===== config.mk =====
export PLATFORM = sky130hd
export DESIGN_NAME = regprot_event_det
export DESIGN_NICKNAME = d
export VERILOG_FILES = /design/src/rtl/regprot_pkg.sv /design/src/rtl/regprot_debounce.sv /design/src/rtl/regprot_window.sv /design/src/rtl/regprot_event_det.sv
export SDC_FILE = /design/constraint.sdc
export NUM_CORES = 1
export LEC_CHECK = 0
export BUFFER_PORTS_ARGS = -buffer_cell sky130_fd_sc_hd__buf_2
export CAP_MARGIN = 20
export CORE_MARGIN = 4
export CORE_UTILIZATION = 45
export CTS_BUF_LIST = sky130_fd_sc_hd__clkbuf_16
export CTS_CLUSTER_DIAMETER = 40
export CTS_CLUSTER_SIZE = 16
export DETAILED_ROUTE_END_ITERATION = 16
export GPL_TIMING_DRIVEN = 1
export PLACE_DENSITY = 0.73
export RECOVER_POWER = 25
export SKIP_LAST_GASP = 1
export SYNTH_ARGS = -nofsm -noshare
export SYNTH_HDL_FRONTEND = slang
export SYNTH_SLANG_ARGS = --single-unit

===== constraint.sdc =====
create_clock -name clk -period 4.8 [get_ports clk]
set_input_delay 0.96 -clock clk [delete_from_list [all_inputs] [get_ports clk]]
set_output_delay 0.96 -clock clk [all_outputs]
set_load 0.005 [all_outputs]

===== src/rtl/regprot_pkg.sv =====
package regprot_pkg;
  typedef enum logic [1:0] {
    PH_OFF   = 2'd0,
    PH_CHECK = 2'd1,
    PH_RUN   = 2'd2,
    PH_TRIP  = 2'd3
  } phase_t;

  // True when a counter holding cnt sees the tick that completes lim ticks.
  function automatic logic last_tick(input int unsigned cnt, input int unsigned lim);
    return (cnt + 1) == lim;
  endfunction

  function automatic int unsigned cnt_width(input int unsigned lim);
    return (lim < 2) ? 1 : $clog2(lim);
  endfunction
endpackage


===== src/rtl/regprot_debounce.sv =====
module regprot_debounce
  import regprot_pkg::*;
#(
  parameter int unsigned LIMIT = 20
) (
  input  logic clk,
  input  logic rst_n,
  input  logic tick,
  input  logic cond,
  output logic hit
);
  localparam int unsigned CW = cnt_width(LIMIT);

  logic [CW-1:0] cnt;
  logic          done;
  logic          qualify;

  assign qualify = cond && tick && !done && last_tick(32'(cnt), LIMIT);

  always_ff @(posedge clk or negedge rst_n) begin
    if (!rst_n) begin
      cnt  <= '0;
      done <= 1'b0;
      hit  <= 1'b0;
    end else begin
      hit <= qualify;
      if (!cond) begin
        cnt  <= '0;
        done <= 1'b0;
      end else if (tick && !done) begin
        if (qualify) done <= 1'b1;
        else         cnt  <= cnt + 1'b1;
      end
    end
  end
endmodule


===== src/rtl/regprot_window.sv =====
module regprot_window
  import regprot_pkg::*;
#(
  parameter int unsigned WIN = 1000
) (
  input  logic clk,
  input  logic rst_n,
  input  logic tick,
  input  logic open,
  output logic expire
);
  localparam int unsigned CW = cnt_width(WIN);

  logic [CW-1:0] cnt;

  assign expire = open && tick && last_tick(32'(cnt), WIN);

  always_ff @(posedge clk or negedge rst_n) begin
    if (!rst_n)                cnt <= '0;
    else if (!open)            cnt <= '0;
    else if (tick && !expire)  cnt <= cnt + 1'b1;
  end
endmodule


===== src/rtl/regprot_event_det.sv =====
module regprot_event_det
  import regprot_pkg::*;
#(
  parameter int unsigned CL_TICKS  = 20,
  parameter int unsigned WIN_TICKS = 1000,
  parameter int unsigned OVL_TICKS = 1000
) (
  input  logic clk,
  input  logic rst_n,
  input  logic tick,
  input  logic reg_en,
  input  logic vout_low,
  input  logic ilim_cmp,
  input  logic tsd_hot,
  output logic ilim_evt,
  output logic short_evt,
  output logic ovld_evt,
  output logic disable_req
);
  phase_t phase, phase_nx;
  logic   active;
  logic   win_open;
  logic   win_expire;
  logic   ilim_hit;
  logic   ovl_cond;
  logic   ovl_hit;
  logic   short_now;
  logic   short_q;

  assign active   = (phase == PH_CHECK) || (phase == PH_RUN);
  assign win_open = (phase == PH_CHECK);
  assign ovl_cond = vout_low && (phase == PH_RUN);

  regprot_window #(.WIN(WIN_TICKS)) u_window (
    .clk(clk), .rst_n(rst_n), .tick(tick), .open(win_open), .expire(win_expire)
  );

  regprot_debounce #(.LIMIT(CL_TICKS)) u_ilim_db (
    .clk(clk), .rst_n(rst_n), .tick(tick), .cond(ilim_cmp && active), .hit(ilim_hit)
  );

  regprot_debounce #(.LIMIT(OVL_TICKS)) u_ovl_db (
    .clk(clk), .rst_n(rst_n), .tick(tick), .cond(ovl_cond), .hit(ovl_hit)
  );

  assign short_now = reg_en && win_expire && vout_low;

  always_comb begin
    phase_nx = phase;
    if (!reg_en)              phase_nx = PH_OFF;
    else if (tsd_hot)         phase_nx = PH_TRIP;
    else begin
      unique case (phase)
        PH_OFF:   phase_nx = PH_CHECK;
        PH_CHECK: if (win_expire) phase_nx = vout_low ? PH_TRIP : PH_RUN;
        PH_RUN:   if (ovl_hit) phase_nx = PH_TRIP;
        PH_TRIP:  phase_nx = PH_TRIP;
      endcase
    end
  end

  always_ff @(posedge clk or negedge rst_n) begin
    if (!rst_n) begin
      phase   <= PH_OFF;
      short_q <= 1'b0;
    end else begin
      phase   <= phase_nx;
      short_q <= short_now;
    end
  end

  assign disable_req = (phase == PH_TRIP);
  assign short_evt   = short_q;
  assign ilim_evt    = ilim_hit && active;
  assign ovld_evt    = ovl_hit && (phase == PH_RUN);
endmodule



==> results of run 1 <==
==> state kept, by name, summed over array words and instances, names as in the netlist <==
register        flops
u_ilim_db.done      1
u_ovl_db.done       1
u_ovl_db.hit        1
u_window.cnt       10
short_evt           1
phase               2
u_ilim_db.hit       1
u_ilim_db.cnt       5
u_ovl_db.cnt       10
==> worst max-delay path, cell delays in order, from the launching register on <==
cell and delay [ns]:
sky130_fd_sc_hd__dfrtp_1 0.41, sky130_fd_sc_hd__ha_1 0.27, sky130_fd_sc_hd__and4_4 0.24, sky130_fd_sc_hd__a31o_1 0.21
sky130_fd_sc_hd__or3_4 0.33, sky130_fd_sc_hd__a2111oi_4 0.68, sky130_fd_sc_hd__nor4_1 0.12, sky130_fd_sc_hd__a311oi_2 0.25
==> synth_stat cells (all sizes together), types with 4 or more instances <==
cell type / number / area (um^2)
dfrtp: 32 / 801
nor2: 30 / 120
nand2: 19 / 71.3
o21ai: 12 / 60.1
xor2: 11 / 96.3
ha: 10 / 125
nand3: 10 / 50.1
and3: 9 / 56.3
nand4: 9 / 56.3
a21oi: 8 / 40.0
inv: 6 / 22.5
nand2b: 5 / 31.3
nor4: 5 / 46.3
clkbuf: 4 / 15.0
nor3: 4 / 20.0
xnor2: 4 / 35.0
==> per-stage QoR <==
step	hold slack [ns]	std cells	worst slack [ns]
after global routing	0.581	276	2.02
after detailed placement	0.533	268	2.20
final	0.540	276	2.20
after global placement	0.522	268	2.24
after CTS	0.544	276	2.19
after floorplan	0.481	215	2.37
==> layout make-up <==
type / count / share of cell area
multi-input cells: 169 / 0.504
inverters: 7 / 0.0118
repair buffers: 10 / 0.0219
clock buffers: 5 / 0.0563
well taps: 50 / 0.0281
clock inverters: 3 / 0.0174
flip-flops and latches: 32 / 0.360
==> placed cells by master (no fill, tap or decap), types with 2 or more instances in the layout <==
master	n
sky130_fd_sc_hd__dfrtp_1	32
sky130_fd_sc_hd__nor2_1	29
sky130_fd_sc_hd__nand2_1	19
sky130_fd_sc_hd__o21ai_0	12
sky130_fd_sc_hd__xor2_1	11
sky130_fd_sc_hd__nand3_1	10
sky130_fd_sc_hd__ha_1	10
sky130_fd_sc_hd__nand4_1	9
sky130_fd_sc_hd__and3_1	9
sky130_fd_sc_hd__buf_2	9
sky130_fd_sc_hd__a21oi_1	8
sky130_fd_sc_hd__inv_1	7
sky130_fd_sc_hd__nand2b_1	5
sky130_fd_sc_hd__clkbuf_16	5
sky130_fd_sc_hd__xnor2_1	4
sky130_fd_sc_hd__nor3_1	4
sky130_fd_sc_hd__nor4_1	4
sky130_fd_sc_hd__mux2i_1	3
sky130_fd_sc_hd__nor2b_1	2
sky130_fd_sc_hd__a31oi_1	2
sky130_fd_sc_hd__a211oi_1	2
sky130_fd_sc_hd__and2_1	2
sky130_fd_sc_hd__or3_1	2
sky130_fd_sc_hd__mux2_2	2
sky130_fd_sc_hd__o41ai_1	2
==> cell families after synthesis <==
logic type,Yosys count,share of synthesized area
adder cells (fa/ha/maj),10,0.0629
XOR/XNOR,15,0.0660
AO/OA/AOI/OAI,37,0.138
multiplexers,5,0.0264
buffers and inverters,14,0.0346
AND/OR/NAND/NOR,102,0.270
flip-flops,32,0.402
==> how the worst max path moves through the flow <==
stage	start	end	slack, ns	cells past startpoint
floorplan	tick	u_ilim_db.cnt[0]	2.37	4
global placement	vout_low	u_ovl_db.cnt[4]	2.24	7
detailed placement	u_window.cnt[0]	u_window.cnt[4]	2.20	7
CTS	u_window.cnt[0]	u_window.cnt[4]	2.19	7
global route	u_window.cnt[0]	u_window.cnt[6]	2.02	7
finish	u_window.cnt[0]	phase[0]	2.20	7
==> routing by layer <==
metal  GRT usage  up-vias  share of wire
met5           0        -              0
met4      0.0514        0         0.0084
met3      0.0378        4          0.036
met2       0.253       29           0.46
met1       0.207      754           0.49
li1            -      792              -
==> power breakdown <==
part | switching [mW] | internal [mW] | total [mW]
registers | 0.00835 | 0.276 | 0.284
clock network | 0.110 | 0.241 | 0.352
logic | 0.0408 | 0.0209 | 0.0617
total | 0.160 | 0.538 | 0.698
==> results.md, run 1 <==
Die:
- The number of I/O pins is 11.
- The initial utilization of the core area, before any placement, comes to 0.480.
- The area enclosed by the die boundary is 5550 um^2.
- The total area inside the core boundary comes to 4140 um^2.
- The die extent in y is 74.5 um.
- In this run the core area contains 23 standard-cell rows.
- The width of the die is 74.5 um.

Layout:
- The multi-input combinational cells in the finished layout cover a total of 1120 um^2.
- The signed area change from the synthesized netlist to the final layout is 11.7%.
- The area taken by flip-flops and latches is 801 um^2.
- The total of fill cells in the finished design is 363.
- For this run, the share of the core covered by cells in the final layout is 0.537.
- The number of inserted diodes is 0.
- In the final layout, the share of cells above drive strength 1 is 0.115.
- The final non-filler cell area is 2220 um^2.
- The number of nets in the layout is 242.

Timing:
- Setup total negative slack on the finished layout was measured at 0 ns.
- The worst max-slew margin expressed relative to the limit is -0.104.
- The count of endpoints failing hold in the final timing report was 0.
- At the pin with the least slew margin, the transition time is 1.66 ns.
- The final number of max-transition violations came to 33.
- Between clock sinks in the finished design, the worst skew comes to 0.00756 ns.
- Setup repair after global routing left no endpoint under its margin.
- The final critical-path share of the clock period is 0.541.
- The total setup violations reported at the end of the flow is 0.
- The maximum clock frequency is 0.385 GHz.
- The final critical path time including I/O delays and setup is 2.60 ns.

Detailed routing:
- For this run, design rule violations remaining after detail routing come to 0.
- In the final routed layout, each cell accounts on average for 14.2 um.
- The via-per-instance ratio is 5.72.
- The number of nets with antenna violations after detailed routing is 0.
- The detailed router finished its first iteration with 91 violations.
- For this block, the routed nets add up to 3.91 mm of wire.
- Across all layers, the routed design uses 1,579 vias.
- The length of the first detailed-routing pass in iterations is 4.

Global routing:
- The wire length of the first global-routing pass is 6.75 mm.
- In the global route stage, overall resource usage came out at 0.157.
- Entering global routing, the biggest net connects 33 pins.
- The number of antenna violations at the first check in global routing is 0.
- The total overflow left after global routing is 0.
- The via count of the first global-routing pass is 1,486.

Place:
- The placed wire-length estimate after detailed placement is 2.81 mm.
- The placed cell area is 2060 um^2.
- The routability-driven placement congestion ratio is 0.817.
- In this run the tool buffered the top-level ports with 10 buffer cells.

Pwr:
- For this design the static power due to leakage is 0.983 nW.
- The design draws 0.698 mW.
- The worst vdd rail ir drop is 0.000163 V.
- The cell area power density is 314 nW/um^2.

Logic synthesis:
- Of the synthesized area, sequential elements account for 0.402.
- The count of distinct cell types in the synthesized netlist is 45.
- Among all flip-flop cells after synthesis, the most frequent one is sky130_fd_sc_hd__dfrtp_1.
- Each instance of the synthesized netlist takes up on average 9.26 um^2.
- The gate count after technology mapping is 215.
- The synthesized design contains 0 enable-type register cells.
- The synthesis-stage register bit count is 32.
- Yosys printed 0 warnings.
- The share of synthesized registers carrying an async set or reset is 1.00.
- The summed instance area of the synthesized netlist is 1990 um^2.
- When the netlist entered floorplanning its net count stood at 232.

Clocking:
- The maximum level of the CTS H-tree is 2.
- The number of hold buffers added after CTS was 0.
- The clock tree root buffer cell is sky130_fd_sc_hd__clkbuf_16.
- Buffers inserted during clock tree synthesis total 5.
- The setup fix buffers added after clock tree synthesis is 0.
- Clock-pin slew was measured on the worst setup and hold paths at 0.05 ns.
- The tree built by TritonCTS fans out to 32 sinks.
- Clock latency on the worst-skew pair, taken at its later pin, is 0.27 ns.
- The maximum count of clock buffers along a single path is 2.
- TritonCTS built the clock tree.
- The post-cts gate resize count is 0.

Outcome:
- The run finished, with violations left.
- The final reports fail on max-capacitance violations, max-slew violations.

Critical path:
- Along the worst path, the maximum fanout reaches 11.
- The worst register-to-register path ends at phase[0].
- The worst setup slack for register-to-register paths is 2.20 ns.
- The kind of capture point of the worst setup path is a flop.
- The required arrival time at the worst endpoint is 4.98 ns.
- The worst setup path category is flop to flop.
- The cell count of the worst reg-to-reg path is 7.
- The sort of element at the start of the critical path is a flop.
- The reg-to-reg startpoint is u_window.cnt[0].
- The endpoint arrival time on the critical path is 2.78 ns.

Worst hold path:
- The instance count along the most critical hold path is 2.
- For hold timing, the worst endpoint is u_ilim_db.cnt[4].
- The startpoint of the worst hold path is u_ilim_db.cnt[4].
- The path category of the worst min-delay check is flop to flop.

Flow run:
- The number of max-cap violations is 1.
Note: power is estimated with default switching activity, not from simulation.
==> inputs of run 2 (changes only) <==
==> constraint.sdc (replaced) <==
create_clock -name clk -period 2.6 [get_ports clk]
set_input_delay 0.52 -clock clk [delete_from_list [all_inputs] [get_ports clk]]
set_output_delay 0.52 -clock clk [all_outputs]
set_load 0.005 [all_outputs]
==> run 2 against run 1 <==
- highest routed layer unchanged
- sequential share of layout area fell by 0.46 points
- wire length rose by 2.4%
- total power rose by 86%
- the flow still finishes with violations (max-capacitance violations, max-slew violations)
==> results.md, run 2 (synthesis results as in run 1) <==
Pwr:
- The static power due to leakage is 0.997 nW (was 0.983 nW).
- The cell area power density is 576 nW/um^2 (was 314 nW/um^2).
- The total power after layout is 1.30 mW (was 0.698 mW).
- The worst vdd rail ir drop is 0.000236 V (was 0.000163 V).

Layout:
- The share of cells above drive strength 1 is 0.126 (was 0.115).
- Registers with the most flip-flops: u_ovl_db.cnt x10, u_window.cnt x10, u_ilim_db.cnt x5 (unchanged).
- Commonest cells after routing, fill and taps aside: sky130_fd_sc_hd__dfrtp_1 (32), sky130_fd_sc_hd__nor2_1 (29), sky130_fd_sc_hd__nand2_1 (19) (unchanged).
- The commonest non-fill, non-tap cell in the layout is sky130_fd_sc_hd__dfrtp_1 (unchanged).
- The number of inserted diodes came to 0 (unchanged).
- The number of nets in the layout came to 246 (was 242).
- The signed area change from the synthesized netlist to the final layout is 13.1% (was 11.7%).
- The final instance count without filler cells was 280 (was 276).

Place:
- The worst slack after detailed placement is 0.200 ns (was 2.20 ns).
- The routability-driven placement congestion ratio was 0.788 (was 0.817).
- The placed wire-length estimate after detailed placement is 2.84 mm (was 2.81 mm).
- The number of placed instances, taps included is 272 (was 268).
- The total of buffers placed on input and output ports is 10 (unchanged).

Die:
- The initial core utilization is 0.480 (unchanged).
- The area enclosed by the die boundary is 5550 um^2 (unchanged).
- The core region area is 4140 um^2 (unchanged).
- The number of I/O pins is 11 (unchanged).
- The die extent in y is 74.5 um (unchanged).
- The row count is 23 (unchanged).
- The width of the die is 74.5 um (unchanged).

Clocking:
- The post-cts gate resize count came to 0 (unchanged).
- The clock tree from TritonCTS is done (unchanged).
- The clock latency on the worst-skew pair is 0.28 ns (was 0.27 ns).
- The clock tree root buffer cell is sky130_fd_sc_hd__clkbuf_16 (unchanged).
- The maximum count of clock buffers along a single path is 2 (unchanged).
- The total CTS buffers is 5 (unchanged).
- The number of buffers inserted by hold repair at cts is 0 (unchanged).
- The maximum level of the CTS H-tree is 2 (unchanged).
- The setup fix buffers added after clock tree synthesis was 0 (unchanged).
- The number of sinks driven by the clock tree is 32 (unchanged).
- The clock transition at the register clock pins on the worst setup and hold paths after CTS is 0.05 ns (about the same).

Timing:
- The slew of the pin with the lowest slew margin came to 1.73 ns (was 1.66 ns).
- The final critical-path share of the clock period is 0.922 (was 0.541).
- The worst max-slew margin expressed relative to the limit was -0.154 (was -0.104).
- The summed negative setup slack over all endpoints is 0 ns (unchanged).
- The total setup violations reported at the end of the flow is 0 (unchanged).
- The largest clock skew in the final design was 0.00760 ns (was 0.00756 ns).
- The worst setup slack after layout is 0.203 ns (was 2.20 ns).
- The final number of max-transition violations is 33 (unchanged).
- The count of endpoints failing hold in the final timing report was 0 (unchanged).
- The maximum clock frequency is 0.417 GHz (was 0.385 GHz).
- The final critical path time including I/O delays and setup is 2.40 ns (was 2.60 ns).
- Setup repair after global routing missed its margin: false (unchanged).

Critical path:
- The sort of element at the start of the critical path is a flop (unchanged).
- The worst setup slack for register-to-register paths was 0.20 ns (was 2.20 ns).
- The endpoint arrival time on the critical path is 2.58 ns (was 2.78 ns).
- The largest fanout on the critical path is 11 (unchanged).
- The kind of capture point of the worst setup path is a flop (unchanged).
- The worst setup path category is flop to flop (unchanged).
- The required arrival time at the worst endpoint is 2.78 ns (was 4.98 ns).

Flow run:
- The number of max-cap violations came to 1 (unchanged).

Outcome:
- Violations in the final reports: max-capacitance violations, max-slew violations (unchanged).
- Outcome: finished, violations left (unchanged).

Detailed routing:
- The final wirelength is 4.01 mm (was 3.91 mm).
- The length of the first detailed-routing pass in iterations is 4 (unchanged).
- The number of nets with antenna violations after detailed routing is 0 (unchanged).
- The initial DRC count is 128 (was 91).
- The via-per-instance ratio came to 5.66 (was 5.72).
- The detailed-route wire length per cell is 14.3 um (was 14.2 um).
- The detailed-route DRC error count is 0 (unchanged).
- The detailed-route via count is 1,585 (was 1,579).

Global routing:
- The largest net degree at the start of global routing came to 33 (unchanged).
- The total grt overflow is 0 (unchanged).
- The via count of the first global-routing pass is 1,443 (was 1,486).
- The global routing usage summed across all routing layers is 0.158 (was 0.157).
- The wire length of the first global-routing pass is 6.71 mm (was 6.75 mm).
- The number of antenna violations at the first check in global routing is 0 (unchanged).

Worst hold path:
- The path category of the worst min-delay check is input pin to flop (was flop to flop).
-- run 2: cell types whose count changed in the layout (fill, tap and decap cells not counted) --
| cell | change |
|---|---|
| sky130_fd_sc_hd__clkinv_2 | -1 |
| sky130_fd_sc_hd__clkinv_1 | +2 |
| sky130_fd_sc_hd__buf_4 | +4 |
| sky130_fd_sc_hd__inv_1 | -1 |
-- run 2: worst max-delay path: stages (launching register included) --
cell                        delay (ns)
sky130_fd_sc_hd__dfrtp_1          0.41
sky130_fd_sc_hd__ha_1             0.23
sky130_fd_sc_hd__and4_4           0.22
sky130_fd_sc_hd__a31o_1           0.21
sky130_fd_sc_hd__or3_4            0.33
sky130_fd_sc_hd__a2111oi_4        0.34
sky130_fd_sc_hd__buf_4            0.23
sky130_fd_sc_hd__nor4_1           0.07
sky130_fd_sc_hd__a311oi_2         0.26
-- run 2: final cells by class --
class	count	area, um^2
tap	50	62.6
clock inverter	3	37.5
inverter	7	26.3
sequential	32	801
fill	377	1890
clock buffer	5	125
multi-input combinational	169	1120
timing repair buffer	14	78.8
-- run 2: per-layer routing --
layer	vias up	GRT usage	routed length, um	share of wire
met3	6	0.0473	172	0.043
met2	26	0.242	1850	0.46
met4	0	0.0672	61	0.015
met5	-	0	0	0
li1	802	-	-	-
met1	751	0.208	1930	0.48
-- run 2: path summary, 6_finish.rpt --
check                                start         endpoint  depth (start not counted)
hold / removal                      reg_en         phase[1]                          2
setup reg to reg           u_window.cnt[0]         phase[0]                          8
min in group asynchronous            rst_n  u_window.cnt[8]                          1
hold reg to reg             u_ilim_db.done   u_ilim_db.done                          2
setup / recovery           u_window.cnt[0]         phase[0]                          8
max in group asynchronous            rst_n  u_ovl_db.cnt[0]                          1
-- run 2: report_power, final --
part	internal [mW]	switching, mW
Clock	0.444	0.210
Sequential	0.510	0.0154
Combinational	0.0417	0.0772
-- run 2: metrics by stage --
| stage | area, um^2 | hold slack [ns] | util |
|---|---|---|---|
| finish | 2250 | 0.516 | 0.543 |
| floorplan | 1990 | 0.224 | - |
| global placement | 2090 | 0.508 | 0.505 |
| detailed placement | 2090 | 0.519 | 0.505 |
| global route | 2250 | 0.517 | 0.543 |
| CTS | 2250 | 0.327 | 0.544 |
==> inputs of run 3 (changes only) <==
--- a/config.mk
+++ b/config.mk
@@ -16,6 +16,7 @@
 export GPL_TIMING_DRIVEN = 1
 export PLACE_DENSITY = 0.73
 export RECOVER_POWER = 25
+export REMOVE_ABC_BUFFERS = 1
 export SKIP_LAST_GASP = 1
 export SYNTH_ARGS = -nofsm -noshare
 export SYNTH_HDL_FRONTEND = slang
==> constraint.sdc (replaced) <==
create_clock -name clk -period 2.85 [get_ports clk]
set_input_delay 0.57 -clock clk [delete_from_list [all_inputs] [get_ports clk]]
set_output_delay 0.57 -clock clk [all_outputs]
set_load 0.005 [all_outputs]
==> run 3 against run 2 <==
- the run still ends with max-capacitance violations, max-slew violations left
- combinational power shrank 11%
- sequential share of layout area grew 0.71 points
- critical path depth is the same
- first-iteration DRC count shrank 31%
- die area is the same
- design area shrank 1.9%
- final cell count shrank 1.1%
- total power shrank 18%
- hold slack gained 0.015 ns
- sequential power shrank 8.8%
- largest cell class unchanged
- highest routed layer unchanged
==> results.md, run 3 (synthesis results as in run 1) <==
Outcome:
- Outcome: finished, violations left (unchanged).
- Violations in the final reports: max-capacitance violations, max-slew violations (unchanged).

Detailed routing:
- The detailed-route DRC error count is 0 (unchanged).
- The final wirelength is 3.88 mm (was 4.01 mm).
- The detailed-route wire length per cell is 14.0 um (was 14.3 um).
- The via-per-instance ratio came to 5.68 (was 5.66).
- The detailed-route via count is 1,572 (was 1,585).
- The initial DRC count is 88 (was 128).
- The length of the first detailed-routing pass in iterations is 4 (unchanged).
- The number of nets with antenna violations after detailed routing was 0 (unchanged).

Flow run:
- The number of max-cap violations is 1 (unchanged).

Critical path:
- The critical-path cell with the highest stage delay is sky130_fd_sc_hd__a2111oi_4 (was sky130_fd_sc_hd__dfrtp_1).
- The critical path launch point is u_window.cnt[0] (unchanged).
- The category of cells accounting for the largest share of critical-path delay is compound AO/OA/AOI/OAI gates (unchanged).
- The reg-to-reg startpoint is u_window.cnt[0] (unchanged).
- The required arrival time at the worst endpoint is 3.02 ns (was 2.78 ns).
- The worst setup path category is flop to flop (unchanged).
- The maximum single-stage delay on the critical path is 0.46 ns (was 0.41 ns).
- The largest fanout on the critical path is 9 (was 11).
- Cell-by-cell trace of the critical path: ha_1 -> and4_4 -> a31o_1 -> or3_4 -> a2111oi_4 -> buf_4 -> nor4_1 -> a311oi_2 (unchanged).
- The sort of element at the start of the critical path is a flop (unchanged).
- The buffers plus inverters on the worst setup path is 1 (unchanged).
- The endpoint arrival time on the critical path came to 2.76 ns (was 2.58 ns).
- The kind of capture point of the worst setup path is a flop (unchanged).

Global routing:
- The total grt overflow is 0 (unchanged).
- The largest net degree at the start of global routing is 33 (unchanged).
- The global routing usage summed across all routing layers is 0.163 (was 0.158).
- The via count of the first global-routing pass came to 1,543 (was 1,443).
- The number of antenna violations at the first check in global routing was 0 (unchanged).
- The wire length of the first global-routing pass was 6.84 mm (was 6.71 mm).

Timing:
- The worst setup slack after layout is 0.264 ns (was 0.203 ns).
- Setup repair after global routing missed its margin: false (unchanged).
- The slew of the pin with the lowest slew margin came to 1.68 ns (was 1.73 ns).
- The largest clock skew in the final design is 0.00374 ns (was 0.00760 ns).
- The final number of max-transition violations is 33 (unchanged).
- The total setup violations reported at the end of the flow was 0 (unchanged).
- The post-route worst hold slack is 0.531 ns (was 0.516 ns).
- The worst max-slew margin expressed relative to the limit is -0.118 (was -0.154).
- The count of endpoints failing hold in the final timing report is 0 (unchanged).
- The summed negative setup slack over all endpoints is 0 ns (unchanged).
- The final critical path time including I/O delays and setup is 2.59 ns (was 2.40 ns).
- The final critical-path share of the clock period was 0.907 (was 0.922).
- The maximum clock frequency is 0.387 GHz (was 0.417 GHz).

Worst hold path:
- The path category of the worst min-delay check is flop to flop (was input pin to flop).
- The startpoint of the worst hold path is u_ovl_db.done (was reg_en).

Pwr:
- The worst vdd rail ir drop was 0.000312 V (was 0.000236 V).
- The static power due to leakage came to 0.979 nW (was 0.997 nW).
- The cell area power density is 484 nW/um^2 (was 576 nW/um^2).
- The total power after layout came to 1.07 mW (was 1.30 mW).

Die:
- The core region area came to 4140 um^2 (unchanged).
- The number of I/O pins was 11 (unchanged).
- The die extent in y was 74.5 um (unchanged).
- The area enclosed by the die boundary is 5550 um^2 (unchanged).
- The width of the die is 74.5 um (unchanged).
- The initial core utilization was 0.480 (unchanged).
- The row count came to 23 (unchanged).

Place:
- The number of placed instances, taps included was 270 (was 272).
- The placed cell area is 2080 um^2 (was 2090 um^2).
- The total of buffers placed on input and output ports was 10 (unchanged).
- The placed wire-length estimate after detailed placement is 2.74 mm (was 2.84 mm).
- The routability-driven placement congestion ratio is 0.864 (was 0.788).
- The worst slack after detailed placement is 0.281 ns (was 0.200 ns).

Clocking:
- The clock tree root buffer cell is sky130_fd_sc_hd__clkbuf_16 (unchanged).
- The setup fix buffers added after clock tree synthesis was 0 (unchanged).
- The maximum count of clock buffers along a single path was 2 (unchanged).
- The total CTS buffers is 5 (unchanged).
- The number of buffers inserted by hold repair at cts was 0 (unchanged).
- The number of sinks driven by the clock tree is 32 (unchanged).
- The maximum level of the CTS H-tree is 2 (unchanged).
- The clock transition at the register clock pins on the worst setup and hold paths after CTS is 0.05 ns (about the same).
- The post-cts gate resize count is 0 (unchanged).
- The clock latency on the worst-skew pair is 0.27 ns (was 0.28 ns).
- The clock tree from TritonCTS is done (unchanged).

Layout:
- Commonest cells after routing, fill and taps aside: sky130_fd_sc_hd__dfrtp_1 (32), sky130_fd_sc_hd__nor2_1 (29), sky130_fd_sc_hd__nand2_1 (19) (unchanged).
- The total of fill cells in the finished design came to 396 (was 377).
- The final core utilization came to 0.533 (was 0.543).
- The final non-filler cell area is 2210 um^2 (was 2250 um^2).
- The signed area change from the synthesized netlist to the final layout was 10.9% (was 13.1%).
- The final instance count without filler cells was 277 (was 280).
- The commonest non-fill, non-tap cell in the layout is sky130_fd_sc_hd__dfrtp_1 (unchanged).
- The number of nets in the layout was 244 (was 246).
- The number of inserted diodes is 0 (unchanged).
- The area taken by flip-flops and latches is 801 um^2 (unchanged).
- The area of the multi-input gates came to 1120 um^2 (unchanged).
- Registers with the most flip-flops: u_ovl_db.cnt x10, u_window.cnt x10, u_ilim_db.cnt x5 (unchanged).
- The share of cells above drive strength 1 is 0.119 (was 0.126).
==> run 3: cell types whose count changed in the layout (fill, tap and decap cells not counted) <==
cell,previous run,this run
sky130_fd_sc_hd__clkinv_1,3,1
sky130_fd_sc_hd__clkinv_2,0,1
sky130_fd_sc_hd__inv_1,6,7
sky130_fd_sc_hd__buf_4,4,2
sky130_fd_sc_hd__bufinv_16,1,0
==> run 3: cell type report <==
cell class | count | area share
multi-input cells | 169 | 0.508
flip-flops and latches | 32 | 0.363
clock buffers | 5 | 0.0567
repair buffers | 12 | 0.0289
well taps | 50 | 0.0283
inverters | 7 | 0.0119
clock inverters | 2 | 0.00397
==> run 3: path summary, 6_finish.rpt <==
check                           cells past startpoint  slack, ns         endpoint
worst max register to register                      8       0.26         phase[0]
min in group asynchronous                           1       0.72         phase[1]
max in group asynchronous                           1       1.14  u_ovl_db.cnt[3]
worst max-delay path                                8       0.26         phase[0]
worst min register to register                      1       0.53    u_ovl_db.done
worst min-delay path                                1       0.53    u_ovl_db.done
==> run 3: layer usage <==
metal  share of wire  vias to the layer above  global-route usage
met3           0.036                        6              0.0243
met2            0.47                       30               0.263
met4           0.022                        0              0.0850
met1            0.47                      747               0.210
li1                -                      789                   -
met5               0                        -                   0
==> run 3: power breakdown <==
part / leakage (nW) / switching [mW] / internal, mW / total (mW)
clock: 0.0709 / 0.171 / 0.312 / 0.484
sequential: 0.442 / 0.0141 / 0.465 / 0.479
combinational: 0.466 / 0.0695 / 0.0364 / 0.106
total: 0.979 / 0.255 / 0.814 / 1.07
